[src/rtl/priv_trap_pkg.sv]
package priv_trap_pkg;
  typedef enum logic [1:0] {
    PRIV_U = 2'd0,
    PRIV_S = 2'd1,
    PRIV_M = 2'd3
  } priv_e;

  typedef struct packed {
    priv_e priv;
    logic  ie;
  } stk_ent_t;

  localparam int STACK_DEPTH = 3;
  localparam int EN_W        = 4;
  localparam int CODE_W      = 2;

  // enable mask bit positions
  localparam int EN_M_SW = 0;
  localparam int EN_M_TM = 1;
  localparam int EN_S_SW = 2;
  localparam int EN_S_TM = 3;

  localparam logic [CODE_W-1:0] IRQ_SW   = 2'd0;
  localparam logic [CODE_W-1:0] IRQ_TM   = 2'd1;
  localparam logic [CODE_W-1:0] IRQ_HOST = 2'd2;
endpackage

[src/rtl/priv_stack.sv]
module priv_stack
  import priv_trap_pkg::*;
#(
  parameter int DEPTH = STACK_DEPTH
) (
  input  logic                  clk_i,
  input  logic                  rst_ni,
  input  logic                  push_i,
  input  logic                  pop_i,
  output stk_ent_t [DEPTH-1:0]  ent_o
);
  localparam stk_ent_t TOP_PUSH = '{priv: PRIV_M, ie: 1'b0};
  localparam stk_ent_t REFILL   = '{priv: PRIV_U, ie: 1'b1};

  stk_ent_t [DEPTH-1:0] ent_q;

  for (genvar i = 0; i < DEPTH; i++) begin : g_ent
    stk_ent_t push_v, pop_v, rst_v;

    if (i == 0) begin : g_top
      assign push_v = TOP_PUSH;
      assign rst_v  = '{priv: PRIV_M, ie: 1'b0};
    end else begin : g_lower
      assign push_v = ent_q[i-1];
      assign rst_v  = '{priv: PRIV_S, ie: 1'b0};
    end

    if (i == DEPTH-1) begin : g_deep
      assign pop_v = REFILL;
    end else begin : g_shallow
      assign pop_v = ent_q[i+1];
    end

    always_ff @(posedge clk_i or negedge rst_ni) begin
      if (!rst_ni)     ent_q[i] <= rst_v;
      else if (push_i) ent_q[i] <= push_v;
      else if (pop_i)  ent_q[i] <= pop_v;
    end
  end

  assign ent_o = ent_q;

  assert_push_R2: assert property (@(posedge clk_i) disable iff (!rst_ni)
    push_i |=> (ent_q[0].priv == PRIV_M) && !ent_q[0].ie && (ent_q[1] == $past(ent_q[0])));

  assert_pop_R3: assert property (@(posedge clk_i) disable iff (!rst_ni)
    (pop_i && !push_i) |=> (ent_q[0] == $past(ent_q[1])) &&
                           (ent_q[DEPTH-1].priv == PRIV_U) && ent_q[DEPTH-1].ie);
endmodule

[src/rtl/irq_select.sv]
module irq_select
  import priv_trap_pkg::*;
(
  input  priv_e             priv_i,
  input  logic              ie_i,
  input  logic              m_sw_i,
  input  logic              m_tm_i,
  input  logic              host_i,
  input  logic              s_sw_i,
  input  logic              s_tm_i,
  input  logic [EN_W-1:0]   en_i,
  output logic              valid_o,
  output logic [CODE_W-1:0] code_o
);
  logic m_ok, s_ok;
  logic req_m_sw, req_m_tm, req_host, req_s_sw, req_s_tm;

  assign m_ok = (priv_i != PRIV_M) || ie_i;
  assign s_ok = (priv_i == PRIV_U) || ((priv_i == PRIV_S) && ie_i);

  assign req_m_sw = m_ok && m_sw_i && en_i[EN_M_SW];
  assign req_m_tm = m_ok && m_tm_i && en_i[EN_M_TM];
  assign req_host = m_ok && host_i;
  assign req_s_sw = s_ok && s_sw_i && en_i[EN_S_SW];
  assign req_s_tm = s_ok && s_tm_i && en_i[EN_S_TM];

  always_comb begin
    valid_o = 1'b1;
    code_o  = IRQ_SW;
    if      (req_m_sw) code_o = IRQ_SW;
    else if (req_m_tm) code_o = IRQ_TM;
    else if (req_host) code_o = IRQ_HOST;
    else if (req_s_sw) code_o = IRQ_SW;
    else if (req_s_tm) code_o = IRQ_TM;
    else               valid_o = 1'b0;
  end
endmodule

[src/rtl/mtimer_cmp.sv]
module mtimer_cmp #(
  parameter int TIME_W = 32
) (
  input  logic              clk_i,
  input  logic              rst_ni,
  input  logic [TIME_W-1:0] rtc_i,
  input  logic              we_i,
  input  logic [TIME_W-1:0] wdata_i,
  output logic              mtip_o
);
  logic [TIME_W-1:0] cmp_q;
  logic              mtip_q;

  always_ff @(posedge clk_i or negedge rst_ni) begin
    if (!rst_ni) begin
      cmp_q  <= '1;
      mtip_q <= 1'b0;
    end else if (we_i) begin
      cmp_q  <= wdata_i;
      mtip_q <= 1'b0;
    end else if (rtc_i >= cmp_q) begin
      mtip_q <= 1'b1;
    end
  end

  assign mtip_o = mtip_q;

  assert_cmp_clr_R10: assert property (@(posedge clk_i) disable iff (!rst_ni)
    we_i |=> !mtip_o);

  assert_cmp_hit_R10: assert property (@(posedge clk_i) disable iff (!rst_ni)
    (!we_i && (rtc_i >= cmp_q)) |=> mtip_o);
endmodule

[src/rtl/priv_trap_ctrl.sv]
module priv_trap_ctrl
  import priv_trap_pkg::*;
#(
  parameter int               XLEN     = 32,
  parameter int               TIME_W   = 32,
  parameter logic [XLEN-1:0]  VEC_BASE = 32'h1000_0000
) (
  input  logic              clk_i,
  input  logic              rst_ni,
  input  logic [TIME_W-1:0] rtc_i,
  input  logic              cmp_we_i,
  input  logic [TIME_W-1:0] cmp_wdata_i,
  input  logic              ipi_i,
  input  logic              msip_clr_i,
  input  logic              host_pend_i,
  input  logic              s_sw_pend_i,
  input  logic              s_tm_pend_i,
  input  logic [3:0]        irq_en_i,
  input  logic              exc_req_i,
  input  logic [XLEN-2:0]   exc_cause_i,
  input  logic              ret_req_i,
  input  logic              mprv_set_i,
  output logic [XLEN-1:0]   pc_o,
  output logic [XLEN-1:0]   cause_o,
  output logic              trap_o,
  output logic [1:0]        priv_o,
  output logic              ie_o,
  output logic [1:0]        priv1_o,
  output logic              ie1_o,
  output logic [1:0]        priv2_o,
  output logic              ie2_o,
  output logic              mprv_o,
  output logic              msip_o,
  output logic              mtip_o
);
  localparam logic [XLEN-1:0] RST_PC = VEC_BASE + XLEN'(256);

  stk_ent_t [STACK_DEPTH-1:0] ent;
  logic                       take, pop, irq_valid, msip_q, mprv_q, mtip;
  logic [CODE_W-1:0]          irq_code;
  logic [XLEN-1:0]            vec_d, cause_d, pc_q, cause_q;
  logic                       trap_q;

  assign take = exc_req_i || irq_valid;
  assign pop  = ret_req_i && !take;

  priv_stack #(.DEPTH(STACK_DEPTH)) u_stack (
    .clk_i  (clk_i),
    .rst_ni (rst_ni),
    .push_i (take),
    .pop_i  (pop),
    .ent_o  (ent)
  );

  irq_select u_irq (
    .priv_i  (ent[0].priv),
    .ie_i    (ent[0].ie),
    .m_sw_i  (msip_q),
    .m_tm_i  (mtip),
    .host_i  (host_pend_i),
    .s_sw_i  (s_sw_pend_i),
    .s_tm_i  (s_tm_pend_i),
    .en_i    (irq_en_i),
    .valid_o (irq_valid),
    .code_o  (irq_code)
  );

  mtimer_cmp #(.TIME_W(TIME_W)) u_timer (
    .clk_i   (clk_i),
    .rst_ni  (rst_ni),
    .rtc_i   (rtc_i),
    .we_i    (cmp_we_i),
    .wdata_i (cmp_wdata_i),
    .mtip_o  (mtip)
  );

  assign vec_d   = VEC_BASE + (XLEN'(ent[0].priv) << 6);
  assign cause_d = exc_req_i ? {1'b0, exc_cause_i}
                             : {1'b1, {(XLEN-1-CODE_W){1'b0}}, irq_code};

  always_ff @(posedge clk_i or negedge rst_ni) begin
    if (!rst_ni) begin
      pc_q    <= RST_PC;
      cause_q <= '0;
      trap_q  <= 1'b0;
      msip_q  <= 1'b0;
      mprv_q  <= 1'b0;
    end else begin
      trap_q <= take;
      if (take) begin
        pc_q    <= vec_d;
        cause_q <= cause_d;
      end
      if (ipi_i)           msip_q <= 1'b1;
      else if (msip_clr_i) msip_q <= 1'b0;
      if (take)            mprv_q <= 1'b0;
      else if (mprv_set_i) mprv_q <= 1'b1;
    end
  end

  assign pc_o    = pc_q;
  assign cause_o = cause_q;
  assign trap_o  = trap_q;
  assign priv_o  = ent[0].priv;
  assign ie_o    = ent[0].ie;
  assign priv1_o = ent[1].priv;
  assign ie1_o   = ent[1].ie;
  assign priv2_o = ent[2].priv;
  assign ie2_o   = ent[2].ie;
  assign mprv_o  = mprv_q;
  assign msip_o  = msip_q;
  assign mtip_o  = mtip;

  assert_vec_R4: assert property (@(posedge clk_i) disable iff (!rst_ni)
    take |=> trap_o && (pc_o == VEC_BASE + (XLEN'($past(priv_o)) << 6)));

  assert_trap_state_R2: assert property (@(posedge clk_i) disable iff (!rst_ni)
    trap_o |-> (priv_o == 2'd3) && !ie_o && !mprv_o);

  assert_m_mask_R5: assert property (@(posedge clk_i) disable iff (!rst_ni)
    ((priv_o == 2'd3) && !ie_o && !exc_req_i) |=> !trap_o);

  assert_exc_first_R9: assert property (@(posedge clk_i) disable iff (!rst_ni)
    exc_req_i |=> !cause_o[XLEN-1] && (cause_o[XLEN-2:0] == $past(exc_cause_i)));

  assert_ipi_R11: assert property (@(posedge clk_i) disable iff (!rst_ni)
    ipi_i |=> msip_o);
endmodule

[config.mk]
export PLATFORM = sky130hd
export DESIGN_NAME = priv_trap_ctrl
export DESIGN_NICKNAME = d
export VERILOG_FILES = /design/src/rtl/priv_trap_pkg.sv /design/src/rtl/priv_stack.sv /design/src/rtl/irq_select.sv /design/src/rtl/mtimer_cmp.sv /design/src/rtl/priv_trap_ctrl.sv
export SDC_FILE = /design/constraint.sdc
export NUM_CORES = 1
export LEC_CHECK = 0
export CAP_MARGIN = 20
export CORE_MARGIN = 3
export CORE_UTILIZATION = 42
export CTS_BUF_LIST = sky130_fd_sc_hd__clkbuf_8 sky130_fd_sc_hd__clkbuf_16
export CTS_CLUSTER_SIZE = 14
export DETAILED_ROUTE_END_ITERATION = 8
export GPL_TIMING_DRIVEN = 0
export PLACE_DENSITY = 0.8
export SLEW_MARGIN = 25
export SYNTH_ARGS = -nofsm -noshare
export SYNTH_HDL_FRONTEND = slang
export SYNTH_SLANG_ARGS = --single-unit
[constraint.sdc]
create_clock -name clk_i -period 1.98 [get_ports clk_i]
set_input_delay 0.594 -clock clk_i [delete_from_list [all_inputs] [get_ports clk_i]]
set_output_delay 0.594 -clock clk_i [all_outputs]
set_load 0.02 [all_outputs]
==> results.sh, run 1 <==
export IMPL_ir_drop_v=0.000450
export IMPL_port_buffers=155
export IMPL_htreeDepth=3
export IMPL_critPathTopFamily="compound AO/OA/AOI/OAI gates"
export IMPL_hold_viol_final=0
export IMPL_grt_setup_unrepaired="yes"
export IMPL_drt_iter0_drc=129
export IMPL_fin_nets=788
export IMPL_maxSlewViolCount=0
export IMPL_critPathArrivalTime_ns=2.19
export IMPL_cts_setup_buffers=0
export IMPL_cts_sinks=80
export IMPL_gp_congestion=0.830
export IMPL_rows=35
export IMPL_setup_violations=1
export IMPL_min_period_ns=1.99
export IMPL_seq_area_frac_synth_pct=48.6
export IMPL_slew_limit_headroom_pct=63.8
export IMPL_antennaDiodeCount=0
export IMPL_antenna_found_initial=0
export IMPL_ant_nets=0
export IMPL_start_util_pct=44.4
export IMPL_rr_worst_depth=7
export IMPL_ys_types=42
export IMPL_worstPathMaxFanout=2
export IMPL_syn_area_per_cell_um2=9.33
export IMPL_clockBufferDepth=2
export IMPL_boundaryPins=187
export IMPL_fp_coreArea_um2=9500
export IMPL_cp_start_kind="input port"
export IMPL_cts_clk_slew_worst_paths_ns=0.09
export IMPL_syn_area_um2=4220
export IMPL_final_cells=780
export IMPL_cts_made_buffers=9
export IMPL_clk_latency_ns=0.34
export IMPL_fin_tns_setup_ns=-0.00983
export IMPL_grt_usage_pct=19.2
export IMPL_maxCapViolCount=0
export IMPL_p_leak_nw=2.98
export IMPL_worst_pin_slew_ns=0.543
export IMPL_first_pass_iters=4
export IMPL_violations="setup timing"
export IMPL_grt_pass1_wl_um=17600
export IMPL_worstReg2RegStart="u_timer.cmp_q[7]"
export IMPL_cts_tree="yes"
export IMPL_outcome="finished with violations"
export IMPL_drc_errors=0
export IMPL_via_per_inst=4.72
export IMPL_setup_slack_ns=-0.00983
export IMPL_ys_ff_latch=80
export IMPL_path_cells="clkdlybuf4s50_1, ha_1, nand4_1, nor3_2, a221o_1, a31oi_1, o211ai_1"
export IMPL_drive_above_1_share_pct=17.1
export IMPL_die_w_um=106
export IMPL_yosys_warnings=0
export IMPL_clock_fmax_ghz=0.503
export IMPL_wl_per_cell_um=14.0
export IMPL_fp_dieH_um=106
export IMPL_dpl_hpwl_um=8600
export IMPL_clock_root_buffer="clkbuf_8"
export IMPL_overflow=0
export IMPL_r2r_slack_ns=0.10
export IMPL_vias=3684
export IMPL_path_class="input port to flip-flop"
export IMPL_final_cell_mix="clkdlybuf4s50_1, nand2_1, dfrtp_1"
export IMPL_synth_flop_cell="dfrtp_1"
export IMPL_finalWirelength_um=10900
export IMPL_skew_ns=0.00850
export IMPL_min_path_type="input port to asynchronous set/reset pin"
export IMPL_die_area_um2=11300
export IMPL_synthArstFlopShare_pct=100
export IMPL_grt_pass1_vias=3710
export IMPL_post_place_cells=764
export IMPL_end_kind="flip-flop"
export IMPL_cpPeakStageDelay_ns=0.43
export IMPL_crit_buf_inv=1
export IMPL_cp_startpoint="rtc_i[17]"
export IMPL_final_common_cell="clkdlybuf4s50_1"
export IMPL_grt_max_degree=49
export IMPL_slowest_stage="clkdlybuf4s50_1"
export IMPL_synthCells=452
export IMPL_cp_depth=7
export IMPL_r2r_end="u_timer.mtip_o"
export IMPL_powerDensity_nw_per_um2=777
export IMPL_crit_end="u_timer.mtip_o"
export IMPL_area_growth_pct=50.3
export IMPL_min_period_over_period_pct=100
export IMPL_hold_buffers=0
export IMPL_synth_edf_count=0
export IMPL_cp_required_ns=2.18
==> state kept, by name, indices dropped and copies added (netlist names) <==
name	cells
cause_o	32
u_timer.cmp_q	32
u_stack.ent_o	9
pc_o	3
mprv_o	1
msip_o	1
trap_o	1
u_timer.mtip_o	1
==> layout make-up <==
type,instances,area [µm²]
Fill cell,782,3160
Sequential cell,80,2050
Multi-Input combinational cell,312,1840
Timing Repair Buffer,156,1590
Buffer,48,325
Tap cell,129,161
Inverter,39,146
Clock buffer,9,124
Clock inverter,7,111
==> metrics by stage <==
stage          hold slack [ns]  setup WS, ns  cell area (µm²)  utilization [%]  total power, mW
4_1_cts                  0.194     0.0000751             6300             66.3             4.96
3_3_place_gp             0.456         -2.42             6030             63.5             3.50
6_report                 0.192      -0.00983             6340             66.7             4.93
2_1_floorplan            0.298         0.199             4320                -             2.83
5_1_grt                  0.206       -0.0303             6340             66.7             5.20
3_5_place_dp             0.456        -0.403             6060             63.7             3.55
==> power by group <==
| group | switching (mW) | internal (mW) | leakage (nW) | total, mW |
|---|---|---|---|---|
| combinational | 0.785 | 0.726 | 1.95 | 1.51 |
| sequential | 0.120 | 1.89 | 0.913 | 2.01 |
| clock | 0.578 | 0.829 | 0.120 | 1.41 |
| total | 1.48 | 3.44 | 2.98 | 4.93 |
==> repair_timing <==
item | 4_1_cts | 5_1_grt
resized for setup | 8 | 16
endpoints found under the setup margin | 8 | 12
pin swaps | 2 | 6
hold endpoints to repair | 0 | 0
==> synth_stat cells (4+ instances only) <==
cell type    n  area [µm²]
a21oi_1     13        65.1
buf_4       30         225
buf_6        4        45.0
clkbuf_1    11        41.3
dfrtp_1     43        1080
dfstp_2     37         972
ha_1        32         400
inv_1       38         143
mux2i_1      6        60.1
nand2_1    111         417
nand3_1      4        20.0
nand4_1      5        31.3
nor2_1       9        33.8
nor3_1       4        20.0
o21ai_0     39         195
o21ai_1     29         145
==> metal layers <==
layer  vias up  routed length (µm)  global-route usage (%)  part of all wire (%)
met5         -                   0                       0                     0
met3        10                 772                    4.86                   7.1
met2       123                5640                    34.0                    52
li1       1821                   -                       -                     -
met1      1730                4410                    23.7                    40
met4         0                  78                    3.61                  0.72
==> cells by family after synthesis <==
family | share of synthesized area, %
AO/OA/AOI/OAI | 14.3
adder cells (fa/ha/maj) | 9.49
buffers and inverters | 11.1
flip-flops | 48.6
multiplexers | 1.69
other | 0.178
AND/OR/NAND/NOR | 14.7
==> worst min path at each step <==
stage / end / slack (ns)
final: cause_o[15] / 0.19
after global placement: pc_o[6] / 0.46
after detailed placement: pc_o[7] / 0.46
after global routing: cause_o[15] / 0.21
after CTS: cause_o[15] / 0.19
after floorplan: cause_o[0] / 0.30
(Power assumes the default switching activity.)
==> inputs of run 2 (changes only) <==
--- a/config.mk
+++ b/config.mk
@@ -5,6 +5,7 @@
 export SDC_FILE = /design/constraint.sdc
 export NUM_CORES = 1
 export LEC_CHECK = 0
+export ABC_AREA = 1
 export CAP_MARGIN = 20
 export CORE_MARGIN = 3
 export CORE_UTILIZATION = 42
@@ -12,7 +13,7 @@
 export CTS_CLUSTER_SIZE = 14
 export DETAILED_ROUTE_END_ITERATION = 8
 export GPL_TIMING_DRIVEN = 0
-export PLACE_DENSITY = 0.8
+export PLACE_DENSITY = 0.81
 export SLEW_MARGIN = 25
 export SYNTH_ARGS = -nofsm -noshare
 export SYNTH_HDL_FRONTEND = slang
==> results.sh, run 2 <==
export IMPL_path_class="flip-flop to primary output"
export IMPL_powerDensity_nw_per_um2=788
export IMPL_grt_max_degree=43
export IMPL_path_cells="clkdlybuf4s50_1"
export IMPL_dpl_hpwl_um=8370
export IMPL_postPlaceCellArea_um2=5940
export IMPL_crit_buf_inv=1
export IMPL_slowest_stage="clkdlybuf4s50_1"
export IMPL_final_cell_mix="clkdlybuf4s50_1, nand2_1, inv_1"
export IMPL_boundaryPins=187
export IMPL_r2r_slack_ns=0.20
export IMPL_fin_area_um2=6140
export IMPL_cp_required_ns=1.39
export IMPL_cpPeakStageDelay_ns=0.62
export IMPL_grt_usage_pct=19.1
export IMPL_vias=3508
export IMPL_n_fill_cell=788
export IMPL_cp_start_kind="flip-flop"
export IMPL_start_util_pct=43.8
export IMPL_syn_area_per_cell_um2=9.57
export IMPL_critPathArrivalTime_ns=1.33
export IMPL_maxCapViolCount=0
export IMPL_ys_top_cells_by_count="nand2_1, inv_1, dfrtp_1"
export IMPL_critPathTopFamily="buffers and inverters"
export IMPL_drive_above_1_share_pct=16.1
export IMPL_die_area_um2=11000
export IMPL_p_total_mw=4.84
export IMPL_p_leak_nw=2.97
export IMPL_cts_sinks=80
export IMPL_antennaDiodeCount=0
export IMPL_drc_errors=0
export IMPL_maxSlewViolCount=0
export IMPL_syn_area_um2=4100
export IMPL_htreeDepth=3
export IMPL_die_w_um=105
export IMPL_gp_congestion=0.856
export IMPL_end_kind="primary output"
export IMPL_area_growth_pct=49.5
export IMPL_min_path_type="input port to asynchronous set/reset pin"
export IMPL_ir_drop_v=0.000590
export IMPL_worst_pin_slew_ns=0.536
export IMPL_ys_types=31
export IMPL_overflow=0
export IMPL_rows=35
export IMPL_rr_worst_depth=9
export IMPL_cp_depth=1
export IMPL_slew_limit_headroom_pct=64.3
export IMPL_hold_viol_final=0
export IMPL_seq_area_frac_synth_pct=49.9
export IMPL_ant_nets=0
export IMPL_clockBufferDepth=2
export IMPL_fp_dieH_um=105
export IMPL_final_common_cell="clkdlybuf4s50_1"
export IMPL_skew_ns=0.0144
export IMPL_cts_tree="yes"
export IMPL_finalWirelength_um=10500
export IMPL_min_period_over_period_pct=97.4
export IMPL_worstPathMaxFanout=2
export IMPL_synthArstFlopShare_pct=100
export IMPL_synth_edf_count=0
export IMPL_synth_flop_cell="dfrtp_1"
export IMPL_ys_ff_latch=80
export IMPL_clock_fmax_ghz=0.519
export IMPL_outcome="complete, no violations"
export IMPL_fin_nets=765
export IMPL_yosysTopAreaCell="dfrtp_1"
export IMPL_grt_setup_unrepaired="no"
export IMPL_min_period_ns=1.93
export IMPL_clk_latency_ns=0.35
export IMPL_synth_top_cell_area_share_pct=26.2
export IMPL_fp_coreArea_um2=9370
export IMPL_wl_per_cell_um=13.9
export IMPL_cts_clk_slew_worst_paths_ns=0.09
export IMPL_via_per_inst=4.63
export IMPL_synth_most_common_cell="nand2_1"
export IMPL_drt_iter0_drc=113
export IMPL_first_pass_iters=4
export IMPL_synthTopCellsByArea="dfrtp_1, dfstp_2, ha_1, nand2_1, a22o_1"
export IMPL_grt_pass1_vias=3525
export IMPL_r2r_end="cause_o[1]"
export IMPL_yosys_warnings=0
export IMPL_fin_tns_setup_ns=0
export IMPL_antenna_found_initial=0
export IMPL_synthCells=429
export IMPL_worstReg2RegStart="u_stack.ent_o[1]"
export IMPL_cts_made_buffers=9
export IMPL_clock_root_buffer="clkbuf_8"
export IMPL_hold_slack_ns=0.213
export IMPL_setup_violations=0
export IMPL_grt_pass1_wl_um=17200
export IMPL_port_buffers=155
==> run 2: cell count changes in the layout (fill, tap and decap cells not counted), moves of 5 or more <==
cell and change:
o21ai_1 -28, a22o_1 +26, nand2_1 -24, inv_1 +15
nand3_1 +8, nor2_1 +8, mux2i_1 -6, a22o_2 +5
==> run 2: worst max-delay path by stage <==
stage                start        endpoint
6_report       cause_o[23]     cause_o[23]
4_1_cts         cause_o[0]      cause_o[0]
3_3_place_gp        rst_ni         pc_o[6]
2_1_floorplan    rtc_i[13]  u_timer.mtip_o
5_1_grt         cause_o[5]      cause_o[5]
3_5_place_dp     rtc_i[23]  u_timer.mtip_o
==> run 2: layer usage <==
| layer | GRT usage (%) | share of wire [%] | wire length [µm] | vias up |
|---|---|---|---|---|
| met5 | 0 | 0 | 0 | - |
| met1 | 25.0 | 44 | 4610 | 1625 |
| met2 | 31.2 | 48 | 5090 | 116 |
| li1 | - | - | - | 1743 |
| met4 | 6.84 | 2.3 | 238 | 0 |
| met3 | 4.26 | 5.6 | 586 | 24 |
==> run 2: metrics by stage <==
stage | std cells | utilization (%) | setup slack (ns)
after CTS | 757 | 65.3 | 0.00320
after global routing | 757 | 65.5 | 0.000744
final | 757 | 65.5 | 0.0521
after floorplan | 456 | - | 0.323
after detailed placement | 741 | 63.3 | -0.224
after global placement | 740 | 63.2 | -2.44
==> run 2: logic make-up after synthesis <==
logic type	after synthesis	share of synthesized area, %
and+or+nand+nor	124	12.6
buffers and inverters	98	12.5
AOI/OAI and AO/OA	93	15.1
DFF	80	49.9
adders and majority gates	32	9.76
other	2	0.183
==> run 2: what timing repair did <==
action,CTS,global route
hold buffers,0,0
buffers inserted,0,0
setup endpoints to repair,10,5
cloned,0,0
resized for setup,10,5
==> run 2: final cells by class <==
cell class                      instances  area, µm²  share of cell area (%)
Sequential cell                        80       2050                    33.4
Clock inverter                          7       73.8                    1.20
Timing Repair Buffer                  156       1570                    25.5
Inverter                               54        208                    3.38
Multi-Input combinational cell        278       1650                    26.9
Tap cell                              129        161                    2.63
Buffer                                 44        305                    4.98
Clock buffer                            9        124                    2.02
==> run 2: power breakdown <==
group / switching, mW / internal (mW) / total (mW)
clock network: 0.608 / 0.582 / 1.19
registers: 0.136 / 1.92 / 2.06
logic: 0.819 / 0.769 / 1.59
total: 1.56 / 3.27 / 4.84
==> inputs of run 3 (changes only) <==
==> constraint.sdc (replaced) <==
create_clock -name clk_i -period 2.2 [get_ports clk_i]
set_input_delay 0.66 -clock clk_i [delete_from_list [all_inputs] [get_ports clk_i]]
set_output_delay 0.66 -clock clk_i [all_outputs]
set_load 0.02 [all_outputs]
==> results.sh, run 3 (synthesized netlist as in run 2, its figures left out) <==
export IMPL_drt_iter0_drc=106
export IMPL_maxCapViolCount=0
export IMPL_end_kind="primary output"
export IMPL_skew_ns=0.0142
export IMPL_clk_latency_ns=0.35
export IMPL_cp_start_kind="flip-flop"
export IMPL_cpPeakStageDelay_ns=0.61
export IMPL_cts_setup_buffers=0
export IMPL_ant_nets=0
export IMPL_slew_limit_headroom_pct=64.3
export IMPL_die_area_um2=11000
export IMPL_grt_setup_unrepaired="no"
export IMPL_postPlaceCellArea_um2=5940
export IMPL_outcome="complete, no violations"
export IMPL_critPathTopFamily="buffers and inverters"
export IMPL_final_common_cell="clkdlybuf4s50_1"
export IMPL_wl_per_cell_um=13.9
export IMPL_path_class="flip-flop to primary output"
export IMPL_die_w_um=105
export IMPL_powerDensity_nw_per_um2=714
export IMPL_hold_slack_ns=0.278
export IMPL_fin_nets=765
export IMPL_grt_max_degree=43
export IMPL_area_growth_pct=49.4
export IMPL_cts_made_buffers=9
export IMPL_crit_buf_inv=1
export IMPL_cp_required_ns=1.54
export IMPL_grt_usage_pct=19.1
export IMPL_gp_congestion=0.856
export IMPL_rows=35
export IMPL_slowest_stage="clkdlybuf4s50_1"
export IMPL_first_pass_iters=4
export IMPL_overflow=0
export IMPL_p_total_mw=4.38
export IMPL_vias=3487
export IMPL_antennaDiodeCount=0
export IMPL_cts_tree="yes"
export IMPL_hold_buffers=0
export IMPL_final_cell_mix="clkdlybuf4s50_1, nand2_1, inv_1"
export IMPL_boundaryPins=187
export IMPL_start_util_pct=43.8
export IMPL_finalWirelength_um=10500
export IMPL_fp_dieH_um=105
export IMPL_drc_errors=0
export IMPL_worstPathMaxFanout=2
export IMPL_worst_pin_slew_ns=0.535
export IMPL_clock_fmax_ghz=0.466
export IMPL_cts_clk_slew_worst_paths_ns=0.09
export IMPL_hold_viol_final=0
export IMPL_critPathArrivalTime_ns=1.49
export IMPL_n_fill_cell=780
export IMPL_antenna_found_initial=0
export IMPL_fp_coreArea_um2=9370
export IMPL_min_path_type="input port to asynchronous set/reset pin"
export IMPL_setup_violations=0
export IMPL_clockBufferDepth=2
export IMPL_dpl_hpwl_um=8370
export IMPL_cts_sinks=80
export IMPL_ir_drop_v=0.000564
export IMPL_grt_pass1_wl_um=17200
export IMPL_min_period_over_period_pct=97.5
export IMPL_post_route_util_pct=65.4
export IMPL_min_period_ns=2.15
export IMPL_grt_pass1_vias=3525
export IMPL_via_per_inst=4.61
export IMPL_path_cells="clkdlybuf4s50_1"
export IMPL_maxSlewViolCount=0
export IMPL_p_leak_nw=2.92
export IMPL_fin_area_um2=6130
export IMPL_clock_root_buffer="clkbuf_8"
export IMPL_drive_above_1_share_pct=15.9
export IMPL_htreeDepth=3
export IMPL_port_buffers=155
run 3: changes by cell type in the layout (fill, tap and decap cells not counted), sizes merged:
cell	before	now
dlymetal6s2s	4	1
clkdlybuf4s50	140	150
dlygate4sd2	10	3
run 3: repair_timing:
| item | in CTS | in global routing |
|---|---|---|
| endpoints found under the hold margin | 0 | 0 |
| gates resized for setup | 3 | 1 |
| setup endpoints to repair | 3 | 1 |
| cloned | 0 | 0 |
run 3: final timing paths:
kind	from	end	slack (ns)	depth (start not counted)
setup / recovery	pc_o[8]	pc_o[8]	0.05	1
hold / removal	rst_ni	cause_o[5]	0.28	1
setup reg to reg	u_stack.ent_o[1]	cause_o[1]	0.43	9
hold reg to reg	pc_o[8]	pc_o[8]	0.45	2
max in group asynchronous	rst_ni	u_timer.cmp_q[10]	1.24	2
min in group clk_i	pc_o[8]	pc_o[8]	0.45	2
run 3: final cells by class:
type	instances	area, µm²	area share (%)
clock buffers	9	124	2.02
multi-input cells	278	1640	26.8
flip-flops and latches	80	2050	33.4
plain buffers	44	305	4.98
well taps	129	161	2.63
clock inverters	7	73.8	1.20
inverters	54	208	3.39
repair buffers	156	1570	25.6
run 3: power by group:
| group | total, mW | internal (mW) | switching, mW | leakage (nW) |
|---|---|---|---|---|
| clock network | 1.07 | 0.524 | 0.550 | 0.0928 |
| logic | 1.45 | 0.716 | 0.734 | 1.91 |
| registers | 1.85 | 1.73 | 0.123 | 0.914 |
| total | 4.38 | 2.97 | 1.41 | 2.92 |
run 3: per-stage QoR:
stage / cells / TNS (ns) / setup slack, ns
detailed placement: 741 / -0.0701 / -0.0701
finish: 757 / 0 / 0.0540
floorplan: 456 / 0 / 0.477
CTS: 757 / 0 / 0.0210
global placement: 740 / -149.08 / -2.29
global route: 757 / 0 / 0.0126
run 3: routing by layer:
layer,vias to the layer above,routed length [µm],global-route usage (%)
met4,0,209,6.84
met1,1605,4590,25.0
met3,21,586,4.26
met5,-,0,0
met2,119,5100,31.2
li1,1742,-,-
